--- src/rtl/arw_pkg.sv ---
package arw_pkg;

  localparam int HDR_LONG_BIT = 29;
  localparam int TYPE_HI      = 28;
  localparam int TYPE_LO      = 24;

  typedef enum logic [1:0] {
    VERD_LOCAL = 2'd0,
    VERD_FWD   = 2'd1,
    VERD_UR    = 2'd2,
    VERD_SKIP  = 2'd3
  } verdict_e;

  typedef enum logic [1:0] {
    KIND_OTHER = 2'd0,
    KIND_MEM   = 2'd1,
    KIND_IO    = 2'd2
  } kind_e;

  function automatic kind_e classify_type(input logic [4:0] t);
    kind_e k;
    case (t)
      5'h00, 5'h01, 5'h0C, 5'h0D, 5'h0E: k = KIND_MEM;
      5'h02:                             k = KIND_IO;
      default:                           k = KIND_OTHER;
    endcase
    return k;
  endfunction

  function automatic logic bar_hit_f(input logic [63:0] a,
                                     input logic [63:0] base,
                                     input logic [63:0] mask);
    return (a & mask) == (base & mask);
  endfunction

  function automatic logic win_hit_f(input logic [63:0] a,
                                     input logic [63:0] lo,
                                     input logic [63:0] hi);
    return (lo <= hi) && (a >= lo) && (a <= hi);
  endfunction

endpackage

--- src/rtl/arw_hdr_parser.sv ---
module arw_hdr_parser
  import arw_pkg::*;
(
  input  logic        clk,
  input  logic        rst_n,
  input  logic        in_valid,
  input  logic        in_ready,
  input  logic [31:0] in_dw,
  output logic        pkt_done,
  output logic [63:0] pkt_addr,
  output kind_e       pkt_kind
);

  logic [1:0]  idx_q;
  logic        long_q;
  kind_e       kind_q;
  logic [31:0] hi_q;
  logic        fire;
  logic        last_dw;
  logic        unused_bits;

  assign fire        = in_valid && in_ready;
  assign last_dw     = (idx_q != 2'd0) && (idx_q == (long_q ? 2'd3 : 2'd2));
  assign pkt_done    = fire && last_dw;
  assign pkt_kind    = kind_q;
  assign pkt_addr    = long_q ? {hi_q, in_dw[31:2], 2'b00}
                              : {32'h0, in_dw[31:2], 2'b00};
  assign unused_bits = ^{in_dw[31:30], in_dw[23:0]};

  always_ff @(posedge clk) begin
    if (!rst_n) begin
      idx_q  <= 2'd0;
      long_q <= 1'b0;
      kind_q <= KIND_OTHER;
      hi_q   <= 32'h0;
    end else if (fire) begin
      if (idx_q == 2'd0) begin
        long_q <= in_dw[HDR_LONG_BIT];
        kind_q <= classify_type(in_dw[TYPE_HI:TYPE_LO]);
        idx_q  <= 2'd1;
      end else if (last_dw) begin
        idx_q  <= 2'd0;
      end else begin
        idx_q  <= idx_q + 2'd1;
      end
      if (idx_q == 2'd2 && long_q) hi_q <= in_dw;
    end
  end

  // a short header never reaches the fourth doubleword slot
  assert_short_hdr_len_R1: assert property (@(posedge clk) disable iff (!rst_n)
    !(idx_q == 2'd3 && !long_q));

  // the slot counter returns to zero right after a completed header
  assert_idx_wrap_R1: assert property (@(posedge clk) disable iff (!rst_n)
    pkt_done |=> idx_q == 2'd0);

endmodule

--- src/rtl/arw_bar_match.sv ---
module arw_bar_match
  import arw_pkg::*;
#(
  parameter int NUM_BARS = 6,
  parameter int IDX_W    = (NUM_BARS > 1) ? $clog2(NUM_BARS) : 1
) (
  input  logic [63:0]            addr,
  input  logic                   is_io,
  input  logic                   is_mem,
  input  logic [NUM_BARS-1:0]    en,
  input  logic [NUM_BARS-1:0]    io_space,
  input  logic [NUM_BARS*64-1:0] base_flat,
  input  logic [NUM_BARS*64-1:0] mask_flat,
  output logic                   any_hit,
  output logic [IDX_W-1:0]       hit_idx,
  output logic [NUM_BARS-1:0]    grant
);

  logic [NUM_BARS-1:0] hit_vec;

  for (genvar i = 0; i < NUM_BARS; i++) begin : g_bar
    logic space_ok;
    assign space_ok   = io_space[i] ? is_io : is_mem;
    assign hit_vec[i] = en[i] && space_ok &&
                        bar_hit_f(addr, base_flat[i*64 +: 64], mask_flat[i*64 +: 64]);
  end

  always_comb begin
    logic found;
    found   = 1'b0;
    grant   = '0;
    hit_idx = '0;
    for (int i = 0; i < NUM_BARS; i++) begin
      if (hit_vec[i] && !found) begin
        grant[i] = 1'b1;
        hit_idx  = IDX_W'(i);
        found    = 1'b1;
      end
    end
    any_hit = found;
  end

  always_comb begin
    if (any_hit) begin
      assert_grant_single_R6: assert ($onehot0(grant) && grant[hit_idx] && hit_vec[hit_idx]);
    end
  end

endmodule

--- src/rtl/arw_window_match.sv ---
module arw_window_match
  import arw_pkg::*;
(
  input  logic [63:0] addr,
  input  logic        is_io,
  input  logic        is_mem,
  input  logic [31:0] io_base,
  input  logic [31:0] io_limit,
  input  logic [31:0] np_base,
  input  logic [31:0] np_limit,
  input  logic [63:0] pf_base,
  input  logic [63:0] pf_limit,
  output logic        win_hit,
  output logic        io_hit,
  output logic        mem_hit
);

  logic np_hit;
  logic pf_hit;

  assign io_hit  = is_io  && win_hit_f(addr, {32'h0, io_base}, {32'h0, io_limit});
  assign np_hit  = is_mem && win_hit_f(addr, {32'h0, np_base}, {32'h0, np_limit});
  assign pf_hit  = is_mem && win_hit_f(addr, pf_base, pf_limit);
  assign mem_hit = np_hit || pf_hit;
  assign win_hit = io_hit || mem_hit;

  always_comb begin
    assert_space_split_R8: assert (!(io_hit && mem_hit));
  end

endmodule

--- src/rtl/addr_route_decoder.sv ---
module addr_route_decoder
  import arw_pkg::*;
#(
  parameter int NUM_BARS = 6,
  localparam int IDX_W   = (NUM_BARS > 1) ? $clog2(NUM_BARS) : 1
) (
  input  logic                   clk,
  input  logic                   rst_n,
  input  logic                   in_valid,
  output logic                   in_ready,
  input  logic [31:0]            in_dw,
  input  logic                   endpoint_mode,
  input  logic [NUM_BARS-1:0]    bar_en,
  input  logic [NUM_BARS-1:0]    bar_io,
  input  logic [NUM_BARS*64-1:0] bar_base,
  input  logic [NUM_BARS*64-1:0] bar_mask,
  input  logic [31:0]            io_base,
  input  logic [31:0]            io_limit,
  input  logic [31:0]            np_base,
  input  logic [31:0]            np_limit,
  input  logic [63:0]            pf_base,
  input  logic [63:0]            pf_limit,
  output logic                   out_valid,
  input  logic                   out_ready,
  output logic [1:0]             out_verdict,
  output logic [IDX_W-1:0]       out_bar_idx
);

  logic                pkt_done;
  logic [63:0]         pkt_addr;
  kind_e               pkt_kind;
  logic                is_io;
  logic                is_mem;
  logic                bar_any;
  logic [IDX_W-1:0]    bar_idx;
  logic [NUM_BARS-1:0] bar_grant;
  logic                win_hit;
  logic                win_io_hit;
  logic                win_mem_hit;
  verdict_e            dec_verdict;
  logic [IDX_W-1:0]    dec_idx;
  logic                take;

  assign in_ready = !out_valid;
  assign is_io    = (pkt_kind == KIND_IO);
  assign is_mem   = (pkt_kind == KIND_MEM);
  assign take     = out_valid && out_ready;

  arw_hdr_parser u_parser (
    .clk      (clk),
    .rst_n    (rst_n),
    .in_valid (in_valid),
    .in_ready (in_ready),
    .in_dw    (in_dw),
    .pkt_done (pkt_done),
    .pkt_addr (pkt_addr),
    .pkt_kind (pkt_kind)
  );

  arw_bar_match #(.NUM_BARS(NUM_BARS), .IDX_W(IDX_W)) u_bars (
    .addr      (pkt_addr),
    .is_io     (is_io),
    .is_mem    (is_mem),
    .en        (bar_en),
    .io_space  (bar_io),
    .base_flat (bar_base),
    .mask_flat (bar_mask),
    .any_hit   (bar_any),
    .hit_idx   (bar_idx),
    .grant     (bar_grant)
  );

  arw_window_match u_windows (
    .addr     (pkt_addr),
    .is_io    (is_io),
    .is_mem   (is_mem),
    .io_base  (io_base),
    .io_limit (io_limit),
    .np_base  (np_base),
    .np_limit (np_limit),
    .pf_base  (pf_base),
    .pf_limit (pf_limit),
    .win_hit  (win_hit),
    .io_hit   (win_io_hit),
    .mem_hit  (win_mem_hit)
  );

  always_comb begin
    dec_idx = '0;
    if (pkt_kind == KIND_OTHER) begin
      dec_verdict = VERD_SKIP;
    end else if (bar_any) begin
      dec_verdict = VERD_LOCAL;
      dec_idx     = bar_idx;
    end else if (!endpoint_mode && win_hit) begin
      dec_verdict = VERD_FWD;
    end else begin
      dec_verdict = VERD_UR;
    end
  end

  always_ff @(posedge clk) begin
    if (!rst_n) begin
      out_valid   <= 1'b0;
      out_verdict <= VERD_UR;
      out_bar_idx <= '0;
    end else if (pkt_done) begin
      out_valid   <= 1'b1;
      out_verdict <= dec_verdict;
      out_bar_idx <= dec_idx;
    end else if (take) begin
      out_valid   <= 1'b0;
    end
  end

  assert_rise_after_last_R3: assert property (@(posedge clk) disable iff (!rst_n)
    pkt_done |=> out_valid);

  assert_no_early_valid_R3: assert property (@(posedge clk) disable iff (!rst_n)
    (!out_valid && !pkt_done) |=> !out_valid);

  assert_hold_stable_R4: assert property (@(posedge clk) disable iff (!rst_n)
    (out_valid && !out_ready) |=> (out_valid && $stable(out_verdict) && $stable(out_bar_idx)));

  assert_no_input_while_held_R4: assert property (@(posedge clk) disable iff (!rst_n)
    out_valid |-> !in_ready);

  assert_drop_after_take_R4: assert property (@(posedge clk) disable iff (!rst_n)
    take |=> !out_valid);

  assert_local_needs_grant_R5: assert property (@(posedge clk) disable iff (!rst_n)
    (pkt_done && dec_verdict == VERD_LOCAL) |-> bar_grant[dec_idx]);

  assert_endpoint_no_fwd_R10: assert property (@(posedge clk) disable iff (!rst_n)
    (pkt_done && endpoint_mode) |-> dec_verdict != VERD_FWD);

  assert_fwd_needs_window_R7: assert property (@(posedge clk) disable iff (!rst_n)
    (pkt_done && dec_verdict == VERD_FWD) |-> (win_io_hit || win_mem_hit) && !bar_any);

endmodule

--- config.mk ---
export PLATFORM = sky130hd
export DESIGN_NAME = addr_route_decoder
export DESIGN_NICKNAME = d
export VERILOG_FILES = /design/src/rtl/arw_pkg.sv /design/src/rtl/arw_hdr_parser.sv /design/src/rtl/arw_bar_match.sv /design/src/rtl/arw_window_match.sv /design/src/rtl/addr_route_decoder.sv
export SDC_FILE = /design/constraint.sdc
export NUM_CORES = 1
export LEC_CHECK = 0
export ABC_AREA = 0
export BUFFER_PORTS_ARGS = -buffer_cell sky130_fd_sc_hd__buf_2
export CAP_MARGIN = 5
export CORE_AREA = 2 2 422 424
export DETAILED_ROUTE_END_ITERATION = 16
export DIE_AREA = 0 0 424 426
export PLACE_DENSITY = 0.3
export SLEW_MARGIN = 30
export SYNTH_ARGS = -nofsm -noshare
export SYNTH_HDL_FRONTEND = slang
export SYNTH_SLANG_ARGS = --single-unit
--- constraint.sdc ---
create_clock -name clk -period 4.7 [get_ports clk]
set_clock_uncertainty 0.05 [all_clocks]
set_input_delay 0.705 -clock clk [delete_from_list [all_inputs] [get_ports clk]]
set_output_delay 0.705 -clock clk [all_outputs]
set_load 0.01 [all_outputs]
== Word level (Yosys, flattened, before mapping) ==
Index checks and enable logic that the tools add are counted.
Word-level totals
  flip-flop bits (word level): 43
  input port bits: 1073
  output and inout port bits: 7
  word-level logic and storage cells: 122
Operators by class
  mux-type cells: 29
  bitwise gates (word level): 12
  add/sub/neg operators: 1
  magnitude comparators: 9
  reductions and logical operators: 49
  eq/ne operators: 15
Operators by type and width (count)
  $and A64 B64 Y64: 12
  $eq A64 B64 Y1: 6
  $ge A64 B32 Y1: 2
  $le A64 B32 Y1: 2
  $le A64 B64 Y1: 2
  $ge A64 B64 Y1: 1
  $le A32 B32 Y1: 2
  $mux W64: 1
  $logic_and A1 B1 Y1: 32
  $mux W1: 16
  $eq A5 B4 Y1 const B: 3
  $mux W2: 7
  $mux W3: 4
  $logic_not A1 Y1: 7
  $eq A5 B1 Y1 const B: 1
  $eq A5 B2 Y1 const B: 1
  $logic_not A5 Y1: 1
  $reduce_or A5 Y1: 1
  $eq A2 B2 Y1 const B: 2
  $logic_not A2 Y1: 2
  $pmux W2 S2: 1
  $reduce_and A2 Y1: 2
  $reduce_bool A2 Y1: 2
  $add A2 B1 Y2 const B: 1
  other kinds (3): 4

== Depth between registers and ports, before layout ==
Gate-level depths: netlist of the first run.
  depth in word-level cells: 22
  depth in mapped cells: 15
  gate-level depth less buffers: 12

== Cells and area by module ==
A second synthesis of the first run with hierarchy kept.
Unflattened totals
  cell total of the unflattened synthesis: 2208
  area, all modules: 17177.7 sq um
Modules (own cells, without submodules)
  arw_window_match: cells each 1242, area each 9177.6 sq um, sequential area each 0.0 sq um, instances 1
  arw_bar_match: cells each 699, area each 5825.6 sq um, sequential area each 0.0 sq um, instances 1
  arw_hdr_parser: cells each 242, area each 1933.1 sq um, sequential area each 740.7 sq um, instances 1
  addr_route_decoder: cells each 25, area each 241.5 sq um, sequential area each 120.1 sq um, instances 1

== Worst setup path after synthesis of the first run ==
Ideal clock, no wire load.
  path type: input-to-reg
  start: in io_limit[13]
  end: reg out_verdict[1]
  path slack: 1.812 ns
  stages on the path: 11
  data required time: 4.535 ns
  path buffers: 0
  arrival: 2.723 ns
  library setup time: 0.115 ns
  cells stage by stage: inv_1 ha_1 a21oi_1 nor2_1 a2111oi_0 o21ai_1 o32a_1 o31a_1 nor4_1 nor3_1 a31o_1
Between the ends
  cells in the longest elaborated chain, start to end: 9
  elaborated cells between the ends (all ways): 10
  classes of those cells: order compare (2); mux (3); reduce/logical (5)
RTL lines
  from (decl): RTL line addr_route_decoder.sv:18  | input logic [31:0] io_limit,
  parallel branches: the longest is 2 deep, another holds $le A64 B32 Y1
  $logic_and A1 B1 Y1 (*): RTL line arw_pkg.sv:39  | return (lo <= hi) && (a >= lo) && (a <= hi);
  $logic_and A1 B1 Y1 (*): RTL line arw_window_match.sv:21  | assign io_hit = is_io && win_hit_f(addr, {32'h0, io_base}, {32'h0, io_limit});
  $logic_or A1 B1 Y1 (*): RTL line arw_window_match.sv:25  | assign win_hit = io_hit || mem_hit;
  $logic_and A1 B1 Y1 (*): RTL line addr_route_decoder.sv:95  | end else if (!endpoint_mode && win_hit) begin
  $mux W2 (*): RTL line addr_route_decoder.sv:95
  $mux W2 (*): RTL line addr_route_decoder.sv:92  | end else if (bar_any) begin
  $mux W2 (*): RTL line addr_route_decoder.sv:90  | if (pkt_kind == KIND_OTHER) begin
  to (signal assigned): RTL line addr_route_decoder.sv:109  | out_verdict <= dec_verdict;
  to (decl): RTL line addr_route_decoder.sv:25  | output logic [1:0] out_verdict,
Every way passes the cells marked *.
A chain may end at the register's enable or synchronous reset.

== Worst setup path after layout of the first run ==
  start: reg u_parser.long_q
  end: reg out_verdict[1]
Between the ends
  cells in the longest elaborated chain, start to end: 22
  elaborated cells between the ends (all ways): 60
  classes of those cells: order compare (6); eq/ne (7); mux (11); bitwise (6); reduce/logical (30)
RTL lines
  from (decl): RTL line arw_hdr_parser.sv:15  | logic long_q;
  from (signal assigned): RTL line arw_hdr_parser.sv:38  | long_q <= in_dw[HDR_LONG_BIT];
  $mux W64: RTL line arw_hdr_parser.sv:26  | assign pkt_addr = long_q ? {hi_q, in_dw[31:2], 2'b00}
  $and A64 B64 Y64: RTL line arw_pkg.sv:33  | return (a & mask) == (base & mask);
  $eq A64 B64 Y1: RTL line arw_pkg.sv:33
  $logic_and A1 B1 Y1: RTL line arw_bar_match.sv:24  | assign hit_vec[i] = en[i] && space_ok &&
  $mux W1: RTL line arw_bar_match.sv:34  | if (hit_vec[i] && !found) begin
  $logic_not A1 Y1: RTL line arw_bar_match.sv:34
  $logic_and A1 B1 Y1: RTL line arw_bar_match.sv:34
  $mux W1: RTL line arw_bar_match.sv:34
  (+6 left out)
  $logic_not A1 Y1: RTL line arw_bar_match.sv:34
  $logic_and A1 B1 Y1: RTL line arw_bar_match.sv:34
  $mux W1: RTL line arw_bar_match.sv:34
  $logic_not A1 Y1: RTL line arw_bar_match.sv:34
  $logic_and A1 B1 Y1: RTL line arw_bar_match.sv:34
  $mux W1: RTL line arw_bar_match.sv:34
  $mux W2: RTL line addr_route_decoder.sv:92
  $mux W2: RTL line addr_route_decoder.sv:90
Several ways; a longest one is shown, not always the timed one.

==> results of run 1 <==
layout make-up:
class,instances,area share
multi-input combinational,2191,0.588
timing repair buffer,1213,0.231
tap,2340,0.104
inverter,293,0.0390
sequential,43,0.0306
clock buffer,5,0.00443
clock inverter,3,0.00155
antenna,17,0.00151
layer usage:
| metal | track usage | vias up |
|---|---|---|
| met1 | 0.279 | 12300 |
| met3 | 0.0359 | 221 |
| met4 | 0.0187 | 88 |
| li1 | - | 11900 |
| met2 | 0.402 | 956 |
| met5 | 0 | - |
logic make-up after synthesis:
logic type | after synthesis
buffers and inverters | 386
XOR/XNOR | 268
AND/OR/NAND/NOR | 805
AO/OA/AOI/OAI | 745
adder cells (fa/ha/maj) | 373
flip-flops | 43
critical path: cells and delay by family (launching register included):
kind	cells	cell delay, ns
compound gates	7	1.47
buf+inv	4	0.84
flops	1	0.72
simple gates	3	0.62
fa+ha+maj	1	0.29
metrics by stage:
| step | setup TNS, ns | area, um^2 | setup WS (ns) | hold WS, ns | utilization |
|---|---|---|---|---|---|
| after CTS | 0 | 28200 | 0.369 | 0.416 | 0.160 |
| after global routing | 0 | 28200 | 0.214 | 0.459 | 0.160 |
| final | 0 | 28200 | 0.526 | 0.415 | 0.161 |
| after detailed placement | 0 | 28000 | 0.169 | 0.398 | 0.159 |
| after global placement | -0.235 | 28000 | -0.123 | 0.390 | 0.159 |
| after floorplan | 0 | 19100 | 1.81 | 0.425 | - |
state kept, by name, summed over array words and instances (netlist names):
register,cells
out_bar_idx,3
u_parser.idx_q,2
u_parser.hi_q,32
u_parser.long_q,1
out_verdict,2
u_parser.pkt_kind,2
out_valid,1
worst max-delay path by stage:
stage | startpoint | end | slack (ns) | cells after the start
final | u_parser.long_q | out_verdict[1] | 0.53 | 15
after global placement | in_dw[16] | out_bar_idx[0] | -0.12 | 9
after CTS | u_parser.long_q | out_verdict[1] | 0.37 | 13
after floorplan | io_limit[13] | out_verdict[1] | 1.81 | 11
after global routing | u_parser.long_q | out_verdict[1] | 0.21 | 14
after detailed placement | in_dw[29] | out_bar_idx[0] | 0.17 | 10
cell usage in the layout (no fill, tap or decap), drive strengths merged, types with 4 or more instances in the layout:
cell type / count
inv: 293
and2: 16
xor2: 200
diode: 17
a211oi: 16
dfxtp: 43
nand3: 43
o21a: 9
and3: 5
a221oi: 16
a22o: 7
nand2b: 11
nand4: 175
o22ai: 7
a21oi: 125
and3b: 108
o211ai: 12
clkbuf: 5
a22oi: 125
or3b: 5
xnor2: 68
nor2: 40
buf: 1213
nand2: 270
a21boi: 147
o2111ai: 8
nor2b: 12
or3: 5
ha: 372
and4: 20
nor3: 22
o21ai: 174
a2111oi: 5
nor4: 53
a21o: 65
nand3b: 4
power groups by stage:
stage,Combinational (mW),Sequential (mW),Clock (mW)
2_1_floorplan,0.984,0.377,0
6_report,2.35,0.377,0.440
3_5_place_dp,2.37,0.386,0
4_1_cts,2.38,0.377,0.462
3_3_place_gp,2.37,0.386,0
5_1_grt,2.57,0.378,0.470
==> run metrics, run 1 <==
status=finished, final reports clean; leakage=14.7 nW; TritonCTS clock tree=done; Worst Setup Start Kind=flop; gr ovfl total=0; Antenna Nets Post-Route=0; Worst R2R End=out_verdict[1]; vias in the first global route=25200; nets=5192; Core ar.=176000 um^2; total number of vias=25500; Max Slew Vio Count=0; R2R Setup Slk=0.53 ns; WS Path Type=flop to flop; global-route usage over all layers=0.220; CTS resizes=0; post-CTS setup buffer count=0; Synth area leaders=ha_1 (24%), xor2_1 (9.2%), inv_1 (5.8%), nand4_1 (5.7%), a21boi_0 (5.3%); Root Driver=clkbuf_16; Seq/Total Area, Yosys=0.0452; Max Fclk=0.240 GHz; worst skew pair latency=0.31 ns; Hold Buf Count CTS=0; Int Pwr=1.53 mW; clk buf depth=2; clk slew on worst S/H paths=0.08 ns; Finished Layout Cells=6105; WHS Endpoint=out_bar_idx[2]; drt pass-1 iters=5; crit-path cells=buf_4 -> buf_4 -> nand2_4 -> inv_1 -> ha_1 -> a21oi_1 -> o21ai_0 -> a221oi_1 -> o21ai_0 -> a211oi_1 -> a21oi_1 -> nor4_1 -> nor3_1 -> buf_4 -> a31o_1; drt total wl=209 mm; count leader, synth=ha_1; critical path required time=4.86 ns; simple-gate share of the synthesized area=0.243; Post-Syn Area=19100 um^2; Synth Instances=2620; WL/cell=34.3 um; CTS Buf Count=5; routed vias/inst=4.17; Worst R2R Start=u_parser.long_q; H-tree Lvls=2; endpoint type of the worst setup path=flop; Rel. slew slack=0.328; WL met1=89.6 mm; mux share of post-synthesis cell area=0; First DRT Iteration DRCs=1657; Die Width=424 um; Tot Pwr=3.17 mW; crit path max-delay cell type=dfxtp_4; Synth Net Count=4065; # rows=154; DRC viols=0; Layout area overhead=48.1%; Synth top area share=0.244; Critical Path Fanout Max=45; HPWL Detailed=191 mm; sequential fraction of design power=0.119; number of flops mapped to enable cells by yosys=0; Synth Area per Inst=7.27 um^2; Synth Area in Compound Gates=0.258; largest family of logic cells by synthesized area=compound AO/OA/AOI/OAI gates; Clock Power Share=0.139; hold_sp=out_bar_idx[2]; Critical Path Most Common Cell=buf_4; IO Pins=1080; logic gate share of total power=0.742; Tmin final=4.17 ns; final setup fails=0; post-synth cell types=73; largest net degree at the start of global routing=97; adder-cell share of the synthesized area=0.245; met2 wire length=105 mm; Layout fillers=20500; Synth Flop Type=dfxtp_1; Seq. cell area=865 um^2; routability congestion estimate=0.929; Synth async-reset ratio=0; Worst Reg-to-Reg Cells=15; IO Port Bufs=1079; Met3 Wirelength=11.0 mm; Post-synth top cells=ha_1 (372), inv_1 (293), nand2_1 (255), xor2_1 (200), nand4_1 (175); CP peak stage delay=0.72 ns; Post-Synth XOR/XNOR Area=0.123; Warnings, synthesis=0; Net Sw Frac=0.517; Slew @ Worst Pin=0.997 ns; initial antenna violation count=137; area of the multi-input gates=16600 um^2; switching pwr=1.64 mW; Synth Register Bits=43; WHS Path Cells=2; final count of hold timing violations=0; share of cells above drive strength 1=0.335; die span in y=426 um; critical path data arrival time=4.33 ns; Period Utilization, post-route=0.888; post-synth top area cell=ha_1; RSZ-0062 raised after global routing=false; pwr dens=112 nW/um^2; worst vdd ir=0.118 mV; dpl cells=6080; MaxCap Viol Count=0; Initial Util=0.108; worst min path class=flop to flop; first-pass GRT wire length=261 mm; DR top layer=met5; die footprint=181000 um^2; CTS Sinks=43
Note: power is estimated with default switching activity, not from simulation.
==> run 2: changes to the inputs <==
BUFFER_PORTS_ARGS = unset   (was -buffer_cell sky130_fd_sc_hd__buf_2)
DONT_BUFFER_PORTS = 1   (was unset)
==> run metrics, run 2 (synthesis results as in run 1) <==
final count of hold timing violations=0 (unchanged); nets=4044 (-22%); RSZ-0062 raised after global routing=false; WL/cell=39.9 um (+16%); leakage=10.1 nW (-31%); post-CTS setup buffer count=0 (unchanged); worst path buffer plus inverter count=1 (-3); share of cells above drive strength 1=0.0419 (-0.293); total number of vias=21300 (-16%); setup TNS=0 ns (unchanged); worst hold margin=0.487 ns (+0.0722 ns); critical path required time=4.83 ns (-0.03 ns); drt total wl=198 mm (-5.5%); crit-path cells=buf_4 -> a21boi_0 -> o21ai_0 -> nand4_1 -> nor4_2 -> nand4_1 -> o2111ai_1 -> a311oi_1 -> o221ai_1 -> a21oi_1; Root Driver=clkbuf_16; DR top layer=met5; DRC viols=0 (unchanged); drt pass-1 iters=8 (+3); clk buf depth=2 (unchanged); Final Core Density=0.126 (-0.0343); pwr dens=102 nW/um^2 (-9.1%); Die Width=424 um (unchanged); max reg flops=32 (unchanged); status=finished, final reports clean; CTS Sinks=43 (unchanged); first-pass GRT wire length=239 mm (-8.4%); Largest Register=u_parser.hi_q; clk slew on worst S/H paths=0.07 ns (about the same); Rel. slew slack=0.377 (+0.0491); IO Port Bufs=0 (-100%); Max Slew Vio Count=0 (unchanged); worst skew pair latency=0.30 ns (about the same); Worst Setup Start Kind=flop; largest net degree at the start of global routing=64 (-34%); Period Utilization, post-route=0.930 (+0.0424); largest delay contributor family on the critical path=simple AND/OR/NAND/NOR gates; worst vdd ir=0.132 mV (+12%); post-place instance area=22000 um^2 (-21%); most frequent cells in the layout=ha_1 (372), inv_1 (293), nand2_1 (255), xor2_1 (200), nand4_1 (175); WL met1=75.9 mm (-15%); area of the multi-input gates=16600 um^2 (about the same); Critical Path Most Common Cell=nand4_1; crit path max-delay cell type=nor4_2; design area=22200 um^2 (-21%); CTS resizes=1 (+1); Layout area overhead=16.4%; First DRT Iteration DRCs=1997 (+21%); Top Registers=u_parser.hi_q (32), out_bar_idx (3); gr ovfl total=0 (unchanged); critical path data arrival time=4.50 ns (+0.17 ns); die footprint=181000 um^2 (unchanged); met2 wire length=97.8 mm (-7.2%); Initial Util=0.108 (unchanged); endpoint type of the worst setup path=flop; H-tree Lvls=2 (unchanged); Antenna Nets Post-Route=0 (unchanged); dpl cells=4932 (-19%); Critical Path Fanout Max=42 (-6.7%); routability congestion estimate=0.975 (+4.9%); # rows=154 (unchanged); CTS Buf Count=5 (unchanged); die span in y=426 um (unchanged); Seq. cell area=865 um^2 (unchanged); Layout fillers=20400 (-0.13%); Met3 Wirelength=20.7 mm (+88%); CP peak stage delay=0.79 ns (+0.07 ns); MaxCap Viol Count=0 (unchanged); Finished Layout Cells=4954 (-19%); Max Fclk=0.229 GHz (-4.6%); HPWL Detailed=175 mm (-8.1%); WS Path Type=flop to flop; Hold Buf Count CTS=0 (unchanged); IO Pins=1080 (unchanged); worst min path class=flop to flop; global-route usage over all layers=0.207 (-0.0132); routed vias/inst=4.31 (+3.2%); TritonCTS clock tree=done; Core ar.=176000 um^2 (unchanged); vias in the first global route=20400 (-19%); final setup fails=0 (unchanged); Tmin final=4.37 ns (+0.199 ns); most common cell after layout, fill and taps aside=ha_1; initial antenna violation count=76 (-45%); Slew @ Worst Pin=0.926 ns (-0.0716 ns)
==> run 2: worst reg2reg max path, stage by stage (launching register included) <==
cell,delay (ns)
dfxtp_4,0.73
buf_4,0.44
a21boi_0,0.14
o21ai_0,0.33
nand4_1,0.43
nor4_2,0.79
nand4_1,0.49
o2111ai_1,0.38
a311oi_1,0.17
o221ai_1,0.24
a21oi_1,0.06
==> run 2: per-layer routing <==
metal  track usage  up-vias
li1              -     9609
met5             0        -
met3        0.0777      176
met1         0.243    10400
met4        0.0205       70
met2         0.368     1126
==> run 2: area by class of cell <==
type                            count  area share
Clock buffer                        6     0.00626
Tap cell                         2340       0.132
Sequential cell                    43      0.0390
Multi-Input combinational cell   2191       0.749
Antenna cell                       15     0.00169
Inverter                          293      0.0496
Timing Repair Buffer               65      0.0226
Clock inverter                      1    0.000395
==> run 2: power by group <==
group	internal, mW	switching (mW)
Sequential	0.366	0.0118
Combinational	0.566	0.935
Clock	0.211	0.173
==> run 2: worst paths after layout <==
path                          start                end  slack [ns]  cells after the start
setup / recovery    u_parser.long_q     out_verdict[0]        0.33                     10
setup reg to reg    u_parser.long_q     out_verdict[0]        0.33                     10
hold reg to reg   u_parser.idx_q[1]  u_parser.idx_q[1]        0.49                      2
hold / removal    u_parser.idx_q[1]  u_parser.idx_q[1]        0.49                      2
==> run 2: through the flow <==
| step | total power, mW | setup slack [ns] |
|---|---|---|
| after global routing | 2.45 | 0.214 |
| after detailed placement | 1.88 | -0.168 |
| after global placement | 1.88 | -0.0247 |
| after floorplan | 1.36 | 1.81 |
| after CTS | 2.28 | 0.0677 |
| final | 2.26 | 0.327 |
==> run 3: changes to the inputs <==
ABC_AREA = 1   (was 0)
CORE_AREA = 2 2 416 418   (was 2 2 422 424)
DIE_AREA = 0 0 418 420   (was 0 0 424 426)
SLEW_MARGIN = 25   (was 30)
==> run metrics, run 3 <==
global-route usage over all layers=0.208 (+0.000748); Worst Setup Start Kind=flop; Post-Synth XOR/XNOR Area=0.00713 (-0.116); Initial Util=0.115 (+0.00643); hold_sp=u_parser.idx_q[0]; Synth async-reset ratio=0 (unchanged); most frequent cells in the layout=nand2_1 (906), inv_1 (566), nand3_1 (404), ha_1 (372), nor2_1 (287); clk slew on worst S/H paths=0.07 ns (about the same); status=finished, final reports clean; Synth area leaders=ha_1 (24%), nand2_1 (17%), inv_1 (11%), nand3_1 (10%), a21oi_1 (6.3%); WHS Path Cells=2 (unchanged); adder-cell share of the synthesized area=0.237 (-0.00779); Post-Syn Area=19600 um^2 (+3.1%); mux share of post-synthesis cell area=0 (unchanged); IO Pins=1080 (unchanged); Synth Instances=3537 (+35%); largest net degree at the start of global routing=42 (-34%); pwr dens=98.0 nW/um^2 (-4.0%); simple-gate share of the synthesized area=0.445 (+0.202); endpoint type of the worst setup path=flop; First DRT Iteration DRCs=1722 (-14%); Synth Area per Inst=5.55 um^2 (-24%); routed vias/inst=4.21 (-2.3%); Max Fclk=0.256 GHz (+12%); MaxCap Viol Count=0 (unchanged); Rel. slew slack=0.308 (-0.0691); Tmin final=3.90 ns (-0.474 ns); final setup fails=0 (unchanged); Synth Net Count=4982 (+23%); WL/cell=33.0 um (-17%); WS Path Type=flop to flop; Synth top area share=0.237 (-0.00727); die footprint=176000 um^2 (-2.8%); Top Registers=u_parser.hi_q (32), out_bar_idx (3); worst min path class=flop to flop; Critical Path Most Common Cell=a21oi_1; share of cells above drive strength 1=0.0543 (+0.0123); Synth Register Bits=43 (unchanged); Synth Flop Type=dfxtp_1; max reg flops=32 (unchanged); largest family of logic cells by synthesized area=simple AND/OR/NAND/NOR gates; drt pass-1 iters=5 (-3); CTS Sinks=43 (unchanged); Hold Buf Count CTS=0 (unchanged); Antenna Nets Post-Route=0 (unchanged); crit-path cells=nand2_1 -> inv_1 -> a21oi_1 -> nor4_1 -> nand4_1 -> o21ai_0 -> nand3_1 -> a21oi_1; H-tree Lvls=2 (unchanged); Layout fillers=20200 (-1.2%); Stages on worst setup path=8 (-2); R2R Setup Slk=0.80 ns (+0.47 ns); final count of hold timing violations=0 (unchanged); Synth Area in Compound Gates=0.144 (-0.114); crit path max-delay cell type=dfxtp_4; Max Slew Vio Count=0 (unchanged); Critical Path Fanout Max=41 (-2.4%); # rows=152 (-1.3%); initial antenna violation count=58 (-24%); Die Width=418 um (-1.4%); Worst Reg-to-Reg Cells=8 (-2); CTS resizes=0 (-1); die span in y=420 um (-1.4%); worst skew pair latency=0.30 ns (about the same); RSZ-0062 raised after global routing=false; first-pass GRT wire length=239 mm (-0.19%); post-synth cell types=43 (-41%); Seq/Total Area, Yosys=0.0438 (-0.00134); drt total wl=192 mm (-3.0%); total number of vias=24500 (+15%); Root Driver=clkbuf_16; clk buf depth=2 (unchanged); post-synth top area cell=ha_1; critical path data arrival time=4.07 ns (-0.43 ns); vias in the first global route=23900 (+18%); HPWL Detailed=175 mm (-0.31%); largest delay contributor family on the critical path=simple AND/OR/NAND/NOR gates; most common cell after layout, fill and taps aside=nand2_1; Post-synth top cells=nand2_1 (906), inv_1 (566), nand3_1 (404), ha_1 (372), nor2_1 (288); Period Utilization, post-route=0.830 (-0.101); worst vdd ir=0.127 mV (-3.5%); Warnings, synthesis=0 (unchanged); Slew @ Worst Pin=1.04 ns (+0.110 ns); TritonCTS clock tree=done; Layout area overhead=16.2%; leakage=12.1 nW (+19%); design area=22800 um^2 (+2.8%); CP peak stage delay=0.79 ns (about the same); post-CTS setup buffer count=0 (unchanged); setup TNS=0 ns (unchanged); IO Port Bufs=0 (unchanged); critical path required time=4.87 ns (+0.04 ns); post-place instance area=22500 um^2 (+2.5%); nets=4982 (+23%); DRC viols=0 (unchanged); Worst R2R Start=u_parser.long_q; CTS Buf Count=5 (unchanged); worst path buffer plus inverter count=1 (unchanged); count leader, synth=nand2_1; worst setup path start=u_parser.long_q; number of flops mapped to enable cells by yosys=0 (unchanged); Largest Register=u_parser.hi_q; gr ovfl total=0 (unchanged); Core ar.=171000 um^2 (-2.7%); routability congestion estimate=0.956 (-1.9%)
==> run 3: layer usage <==
layer	up-vias	wire length, um	track usage
li1	11800	-	-
met1	11300	66000	0.208
met2	1122	102000	0.395
met3	206	14800	0.0574
met4	22	9110	0.0975
met5	-	138	0
==> run 3: cell families (layout without fill, tap and decap cells) <==
family / Yosys count / count (layout)
AOI/OAI and AO/OA: 520 / 520
xor gates and xnor gates: 16 / 16
adders and majority gates: 372 / 372
buffers and inverters: 632 / 633
DFF: 43 / 43
other: 0 / 43
and+or+nand+nor: 1954 / 1954
==> run 3: path summary, 6_finish.rpt <==
path / to
worst max register to register: out_bar_idx[2]
worst max-delay path: out_bar_idx[2]
worst min register to register: u_parser.idx_q[0]
worst min-delay path: u_parser.idx_q[0]
==> run 3: worst min-delay path, stage by stage, from the launching register on <==
cell and delay [ns]:
dfxtp_1 0.33, nand2_1 0.07, a21oi_1 0.05
==> run 3: area by class of cell <==
cell class | instances | area [um^2] | area share
multi-input combinational | 2862 | 16400 | 0.718
clock inverter | 2 | 13.8 | 0.000603
clock buffer | 6 | 150 | 0.00658
inverter | 584 | 2190 | 0.0961
timing repair buffer | 41 | 308 | 0.0135
sequential | 43 | 865 | 0.0379
antenna | 43 | 108 | 0.00472
tap | 2233 | 2790 | 0.122
==> run 3: through the flow <==
step | total power, mW | instances | util | setup WS [ns] | hold WS, ns
floorplan | 1.38 | 3537 | - | 2.43 | 0.405
global route | 2.47 | 5804 | 0.133 | 0.635 | 0.471
global placement | 1.86 | 5763 | 0.132 | 0.441 | 0.443
CTS | 2.28 | 5771 | 0.133 | 0.755 | 0.450
detailed placement | 1.87 | 5763 | 0.132 | 0.462 | 0.440
finish | 2.24 | 5814 | 0.133 | 0.800 | 0.447
==> run 3: power breakdown <==
part,leakage [nW],internal [mW],total [mW],switching (mW)
logic,11.6,0.518,1.46,0.939
registers,0.347,0.366,0.379,0.0123
clock network,0.0822,0.230,0.399,0.169
